File: src/rtl/msr_pkg.sv
package msr_pkg;
  localparam int TASK_W = 4;
  localparam logic [TASK_W-1:0] TASK_NULL  = 4'h0;
  localparam logic [TASK_W-1:0] TASK_RESET = 4'h1;

  localparam int BIT_IRQ   = 7;
  localparam int BIT_BFREE = 6;
  localparam int BIT_IBE   = 5;
  localparam int BIT_DIB   = 4;
  localparam int BIT_SRDY  = 3;
  localparam int BIT_CRC   = 2;
  localparam int BIT_SVAL  = 1;

  typedef struct packed {
    logic silentSet;  // RESET task or mode change
    logic taskClr;    // task other than NULL/RESET
    logic dibRise;    // overflow 0->1
    logic syncSet;    // sync symbol seen
    logic syncIrq;    // sync symbol with interrupt enabled
    logic readClr;    // host read of status
  } msrStrobe_t;
endpackage

File: src/rtl/msr_ctrl.sv
module msr_ctrl
  import msr_pkg::*;
(
  input  logic              clk,
  input  logic              rstN,
  input  logic              modeTx,
  input  logic              modePsave,
  input  logic              modeSyncIrqEn,
  input  logic              cmdWrite,
  input  logic [TASK_W-1:0] cmdTask,
  input  logic              dibOvfIn,
  input  logic              syncStrobe,
  input  logic              statusRd,
  output msrStrobe_t        strobe
);
  logic prevTx, prevPsave, prevDib;

  always_ff @(posedge clk or negedge rstN) begin
    if (!rstN) begin
      prevTx    <= 1'b0;
      prevPsave <= 1'b0;
      prevDib   <= 1'b0;
    end else begin
      prevTx    <= modeTx;
      prevPsave <= modePsave;
      prevDib   <= dibOvfIn;
    end
  end

  logic isReset, isNull, modeChange;

  always_comb begin
    isReset    = (cmdTask == TASK_RESET);
    isNull     = (cmdTask == TASK_NULL);
    modeChange = (modeTx != prevTx) || (modePsave != prevPsave);
    strobe.silentSet = modeChange || (cmdWrite && isReset);
    strobe.taskClr   = cmdWrite && !isReset && !isNull;
    strobe.dibRise   = dibOvfIn && !prevDib;
    strobe.syncSet   = syncStrobe;
    strobe.syncIrq   = syncStrobe && modeSyncIrqEn;
    strobe.readClr   = statusRd;
  end
endmodule

File: src/rtl/msr_datapath.sv
module msr_datapath
  import msr_pkg::*;
#(
  parameter int CNT_W   = 4,
  parameter int IBE_LOW = 2
) (
  input  logic             clk,
  input  logic             rstN,
  input  msrStrobe_t       strobe,
  input  logic             modeTx,
  input  logic             coreBlockReady,
  input  logic [CNT_W-1:0] ibCount,
  input  logic             symTick,
  input  logic             dibOvfIn,
  input  logic             crcErrIn,
  input  logic             sigValidIn,
  output logic [7:0]       statusData
);
  localparam logic [CNT_W-1:0] LOW_MARK = CNT_W'(IBE_LOW);

  logic bfree, ibe, clrPending, irq, srdy, dibReg, crcReg, svalReg;
  logic bfreeNext, ibeNext, pendNext, bfreeRise, ibeRise, setIrq;

  always_comb begin
    bfreeNext = bfree;
    bfreeRise = 1'b0;
    if (strobe.silentSet)    bfreeNext = 1'b1;
    else if (strobe.taskClr) bfreeNext = 1'b0;
    else if (coreBlockReady) begin
      bfreeNext = 1'b1;
      bfreeRise = !bfree;
    end
  end

  always_comb begin
    ibeNext  = ibe;
    ibeRise  = 1'b0;
    pendNext = clrPending;
    if (clrPending && symTick) pendNext = 1'b0;
    if (strobe.taskClr && modeTx && !strobe.silentSet) pendNext = 1'b1;
    if (!modeTx) begin
      ibeNext  = 1'b0;
      pendNext = 1'b0;
    end else if (strobe.silentSet) begin
      ibeNext  = 1'b1;
      pendNext = 1'b0;
    end else if (clrPending && symTick) begin
      ibeNext = 1'b0;
    end else if (!clrPending && (ibCount < LOW_MARK) && !ibe) begin
      ibeNext = 1'b1;
      ibeRise = 1'b1;
    end
  end

  assign setIrq = bfreeRise || ibeRise || strobe.dibRise || strobe.syncIrq;

  always_ff @(posedge clk or negedge rstN) begin
    if (!rstN) begin
      bfree      <= 1'b1;
      ibe        <= 1'b1;
      clrPending <= 1'b0;
      irq        <= 1'b0;
      srdy       <= 1'b0;
      dibReg     <= 1'b0;
      crcReg     <= 1'b0;
      svalReg    <= 1'b0;
    end else begin
      bfree      <= bfreeNext;
      ibe        <= ibeNext;
      clrPending <= pendNext;
      if (setIrq)              irq <= 1'b1;
      else if (strobe.readClr) irq <= 1'b0;
      if (strobe.syncSet)      srdy <= 1'b1;
      else if (strobe.readClr) srdy <= 1'b0;
      dibReg     <= dibOvfIn;
      crcReg     <= crcErrIn;
      svalReg    <= sigValidIn;
    end
  end

  always_comb begin
    statusData = '0;
    statusData[BIT_IRQ]   = irq;
    statusData[BIT_BFREE] = bfree;
    statusData[BIT_IBE]   = ibe;
    statusData[BIT_DIB]   = dibReg;
    statusData[BIT_SRDY]  = srdy;
    statusData[BIT_CRC]   = crcReg;
    statusData[BIT_SVAL]  = svalReg;
  end

  p_task_clears_bfree_r2: assert property (@(posedge clk) disable iff (!rstN)
    (strobe.taskClr && !strobe.silentSet) |=> !bfree);
  p_quiet_set_no_irq_r3: assert property (@(posedge clk) disable iff (!rstN)
    (strobe.silentSet && !irq && !strobe.dibRise && !strobe.syncIrq) |=> (!irq && bfree));
  p_dib_rise_irq_r4: assert property (@(posedge clk) disable iff (!rstN)
    strobe.dibRise |=> irq);
  p_rx_ibe_low_r8: assert property (@(posedge clk) disable iff (!rstN)
    !modeTx |=> !ibe);
  p_read_clears_irq_r9: assert property (@(posedge clk) disable iff (!rstN)
    (strobe.readClr && !setIrq) |=> !irq);
endmodule

File: src/rtl/modem_status_reg.sv
module modem_status_reg
  import msr_pkg::*;
#(
  parameter int CNT_W   = 4,
  parameter int IBE_LOW = 2
) (
  input  logic              clk,
  input  logic              rstN,
  input  logic              modeTx,
  input  logic              modePsave,
  input  logic              modeIrqEn,
  input  logic              modeSyncIrqEn,
  input  logic              cmdWrite,
  input  logic [TASK_W-1:0] cmdTask,
  input  logic              coreBlockReady,
  input  logic [CNT_W-1:0]  ibCount,
  input  logic              symTick,
  input  logic              dibOvfIn,
  input  logic              crcErrIn,
  input  logic              sigValidIn,
  input  logic              syncStrobe,
  input  logic              statusRd,
  output logic [7:0]        statusData,
  output logic              irqPullLow
);
  msrStrobe_t strobe;

  msr_ctrl ctrl_i (
    .clk(clk), .rstN(rstN), .modeTx(modeTx), .modePsave(modePsave),
    .modeSyncIrqEn(modeSyncIrqEn), .cmdWrite(cmdWrite), .cmdTask(cmdTask),
    .dibOvfIn(dibOvfIn), .syncStrobe(syncStrobe), .statusRd(statusRd),
    .strobe(strobe)
  );

  msr_datapath #(.CNT_W(CNT_W), .IBE_LOW(IBE_LOW)) dp_i (
    .clk(clk), .rstN(rstN), .strobe(strobe), .modeTx(modeTx),
    .coreBlockReady(coreBlockReady), .ibCount(ibCount), .symTick(symTick),
    .dibOvfIn(dibOvfIn), .crcErrIn(crcErrIn), .sigValidIn(sigValidIn),
    .statusData(statusData)
  );

  assign irqPullLow = modeIrqEn && statusData[BIT_IRQ];
endmodule

File: config.mk
export PLATFORM = sky130hd
export DESIGN_NAME = modem_status_reg
export DESIGN_NICKNAME = d
export VERILOG_FILES = /design/src/rtl/msr_pkg.sv /design/src/rtl/msr_ctrl.sv /design/src/rtl/msr_datapath.sv /design/src/rtl/modem_status_reg.sv
export SDC_FILE = /design/constraint.sdc
export NUM_CORES = 1
export LEC_CHECK = 0
export ABC_AREA = 1
export BUFFER_PORTS_ARGS = -buffer_cell sky130_fd_sc_hd__buf_2
export CORE_MARGIN = 5
export CORE_UTILIZATION = 42
export DETAILED_ROUTE_END_ITERATION = 10
export HOLD_SLACK_MARGIN = 0.12
export PLACE_DENSITY = 0.76
export SLEW_MARGIN = 20
export SYNTH_ARGS = -nofsm -noshare
export SYNTH_HDL_FRONTEND = slang
export SYNTH_HIERARCHICAL = 1
export SYNTH_SLANG_ARGS = --single-unit
File: constraint.sdc
create_clock -name clk -period 1.2 [get_ports clk]
set_input_delay 0.06 -clock clk [delete_from_list [all_inputs] [get_ports clk]]
set_output_delay 0.06 -clock clk [all_outputs]
set_load 0.01 [all_outputs]
==> impl_metrics.env <==
export IMPL_peakVddDrop_v=0.000554
export IMPL_synth_simple_area_share=0.207
export IMPL_grt_first_pass_wirelength_mm=2.01
export IMPL_dpl_hpwl_um=872
export IMPL_r2r_start="ctrl_i/prevTx"
export IMPL_grt_ovfl_total=0
export IMPL_clock_power_share=0.307
export IMPL_yosysWarnings=6
export IMPL_synth_area_per_cell_sq_um=7.87
export IMPL_vias=527
export IMPL_core_area_sq_um=1300
export IMPL_start_util=0.441
export IMPL_fin_tns_setup_ns=0
export IMPL_io_buffers=28
export IMPL_netlist_area_sq_um=574
export IMPL_slowest_stage="dlygate4sd3_1"
export IMPL_drc=0
export IMPL_leakagePower_nw=0.471
export IMPL_num_rows=13
export IMPL_clock_skew_ns=0.0103
export IMPL_synth_top_family_by_area="buffers and inverters"
export IMPL_route_top_layer_used="met3"
export IMPL_place_congestion=0.790
export IMPL_synth_fa_ha_area_frac=0
export IMPL_final_cells=122
export IMPL_die_y_um=47.0
export IMPL_power_share_sequential=0.494
export IMPL_comb_power_share=0.199
export IMPL_drive_above_1_share=0.355
export IMPL_numClockSinks=11
export IMPL_insertion_delay_ns=0.27
export IMPL_ff_latch_area_sq_um=278
export IMPL_met1_length_um=471
export IMPL_cts_clk_slew_worst_paths_ns=0.08
export IMPL_die_area_sq_um=2210
export IMPL_antenna_found_initial=0
export IMPL_worstSetupStartpointType="primary input"
export IMPL_synth_nets=95
export IMPL_reg2reg_to="dp_i/irq"
export IMPL_grt_max_degree=12
export IMPL_synthMuxAreaShare=0
export IMPL_diodes=0
export IMPL_track_usage=0.133
export IMPL_path_cells="dlygate4sd3_1 -> buf_2 -> inv_1 -> nand2_1 -> nand2_1 -> nor2_2 -> nand2_2 -> inv_2 -> nand2_1 -> nor2_1 -> nor2_1 -> nand2_1"
export IMPL_setup_violations=0
export IMPL_path_class="primary input to register"
export IMPL_synth_seq_area_share=0.484
export IMPL_final_cell_mix="buf_2 (27), inv_1 (16), dlygate4sd3_1 (13)"
export IMPL_wl_met3_um=144
export IMPL_final_core_util=0.627
export IMPL_pin_count=31
export IMPL_min_period_over_period=0.927
export IMPL_path_max_fanout=4
export IMPL_hp_class="primary input to asynchronous set/reset pin"
export IMPL_wl_mm=1.19
export IMPL_drtPass1Iterations=4
export IMPL_worstPathArrival_ns=1.27
export IMPL_viasPerCell=4.32
export IMPL_ys_types=15
export IMPL_path_common_cell="nand2_1"
export IMPL_p_sw_uw=220
export IMPL_dp_cells=106
export IMPL_cap_violations=0
export IMPL_wl_met2_um=571
export IMPL_final_common_cell="buf_2"
export IMPL_nFillCells=125
export IMPL_finalHoldViolCount=0
export IMPL_post_drt_wl_per_cell_um=9.73
export IMPL_cts_buffer_depth=2
export IMPL_timing_critical_path_to_type="register"
export IMPL_crit_required_ns=1.36
export IMPL_numCtsBuffers=3
export IMPL_reg2reg_slack_ns=0.12
export IMPL_multiInputGateArea_sq_um=163
export IMPL_slew_violations=0
export IMPL_synth_compound_area_frac=0.0610
export IMPL_synth_seq_cells=11
export IMPL_r2r_cells=9
export IMPL_syn_inst=73
export IMPL_grt_pass1_vias=490
export IMPL_min_period_ns=1.11
export IMPL_p_per_area_nw_per_um2=1010
export IMPL_htreeDepth=1
export IMPL_cts_tree="yes"
export IMPL_rsz0062_at_grt="true"
export IMPL_fin_nets=130
export IMPL_drt_iter0_markers=5
export IMPL_swShare=0.266
export IMPL_antenna_left=0
export IMPL_post_cts_buffers=0
export IMPL_synth_xor_area_frac=0
export IMPL_crit_path_max_incr_delay_ns=0.53
export IMPL_cts_root_buffer="clkbuf_4"
export IMPL_die_w_um=47.0
export IMPL_outcome="complete, no violations"
export IMPL_timing_fmax_mhz=899
export IMPL_synthToLayoutAreaGrowth_pct=42.0
export IMPL_p_int_uw=605
## timing repair
item	in CTS	in global routing
hold buffers	13	1
resized for setup	0	3
setup endpoints to repair	0	3
hold endpoints to repair	22	1
## cell usage after synthesis, drive strengths merged
cell	number	area [sq um]
a21oi	3	15.0
nor3	2	10.0
o21bai	1	7.51
conb	1	3.75
buf	10	75.1
dfrtp	9	225
dfstp	2	52.6
nand4	2	12.5
nor2	10	42.5
nand2	13	48.8
o211ai	1	7.51
nand3	1	5.00
inv	17	63.8
o21ai	1	5.00
## power groups by stage
stage | clock (mW) | combinational, mW | sequential (mW)
2_1_floorplan | 0 | 0.0905 | 0.412
3_3_place_gp | 0 | 0.127 | 0.414
3_5_place_dp | 0 | 0.131 | 0.415
4_1_cts | 0.268 | 0.164 | 0.408
5_1_grt | 0.287 | 0.186 | 0.411
6_report | 0.253 | 0.164 | 0.408
## cell families after synthesis
logic type | after synthesis
flops | 11
other cells | 1
compound gates | 6
buf+inv | 27
simple gates | 28
## final cells by class
cell class,count,area share
Sequential cell,11,0.340
Timing Repair Buffer,40,0.325
Multi-Input combinational cell,35,0.199
Inverter,17,0.0782
Clock buffer,3,0.0276
Tap cell,15,0.0230
Clock inverter,1,0.00613
## worst max-delay path by stage
stage,from,end
after CTS,statusRd,dp_i/srdy
after floorplan,ctrl_i/prevTx,dp_i/irq
after detailed placement,ctrl_i/prevTx,dp_i/irq
final,modePsave,dp_i/irq
after global routing,modePsave,dp_i/irq
after global placement,ctrl_i/prevTx,dp_i/irq
## sequential cells by signal (all words and copies together) (netlist names)
name and count:
dp_i/bfree 1, dp_i/clrPending 1, dp_i/crcReg 1, ctrl_i/prevPsave 1, dp_i/irq 1, dp_i/srdy 1
ctrl_i/prevTx 1, dp_i/svalReg 1, ctrl_i/prevDib 1, dp_i/ibe 1, dp_i/dibReg 1
## critical path: cells and delay by family
| kind | cells | cell delay (ns) |
|---|---|---|
| buffers and inverters | 4 | 0.76 |
| AND/OR/NAND/NOR | 8 | 0.46 |
## stage by stage
| stage | hold slack (ns) | area (sq um) | power (mW) | setup slack, ns |
|---|---|---|---|---|
| after global routing | 0.191 | 816 | 0.884 | -0.0270 |
| after global placement | -0.0600 | 658 | 0.541 | 0.146 |
| final | 0.171 | 816 | 0.825 | 0.0875 |
| after floorplan | -0.236 | 574 | 0.503 | 0.214 |
| after CTS | 0.171 | 816 | 0.840 | 0.0269 |
| after detailed placement | -0.0549 | 658 | 0.546 | 0.125 |
## per-layer routing
layer	GRT usage	up-vias
li1	-	276
met1	0.163	228
met2	0.203	23
met3	0.0383	0
met4	0.0829	0
met5	0	-
(Power assumes the default switching activity.)
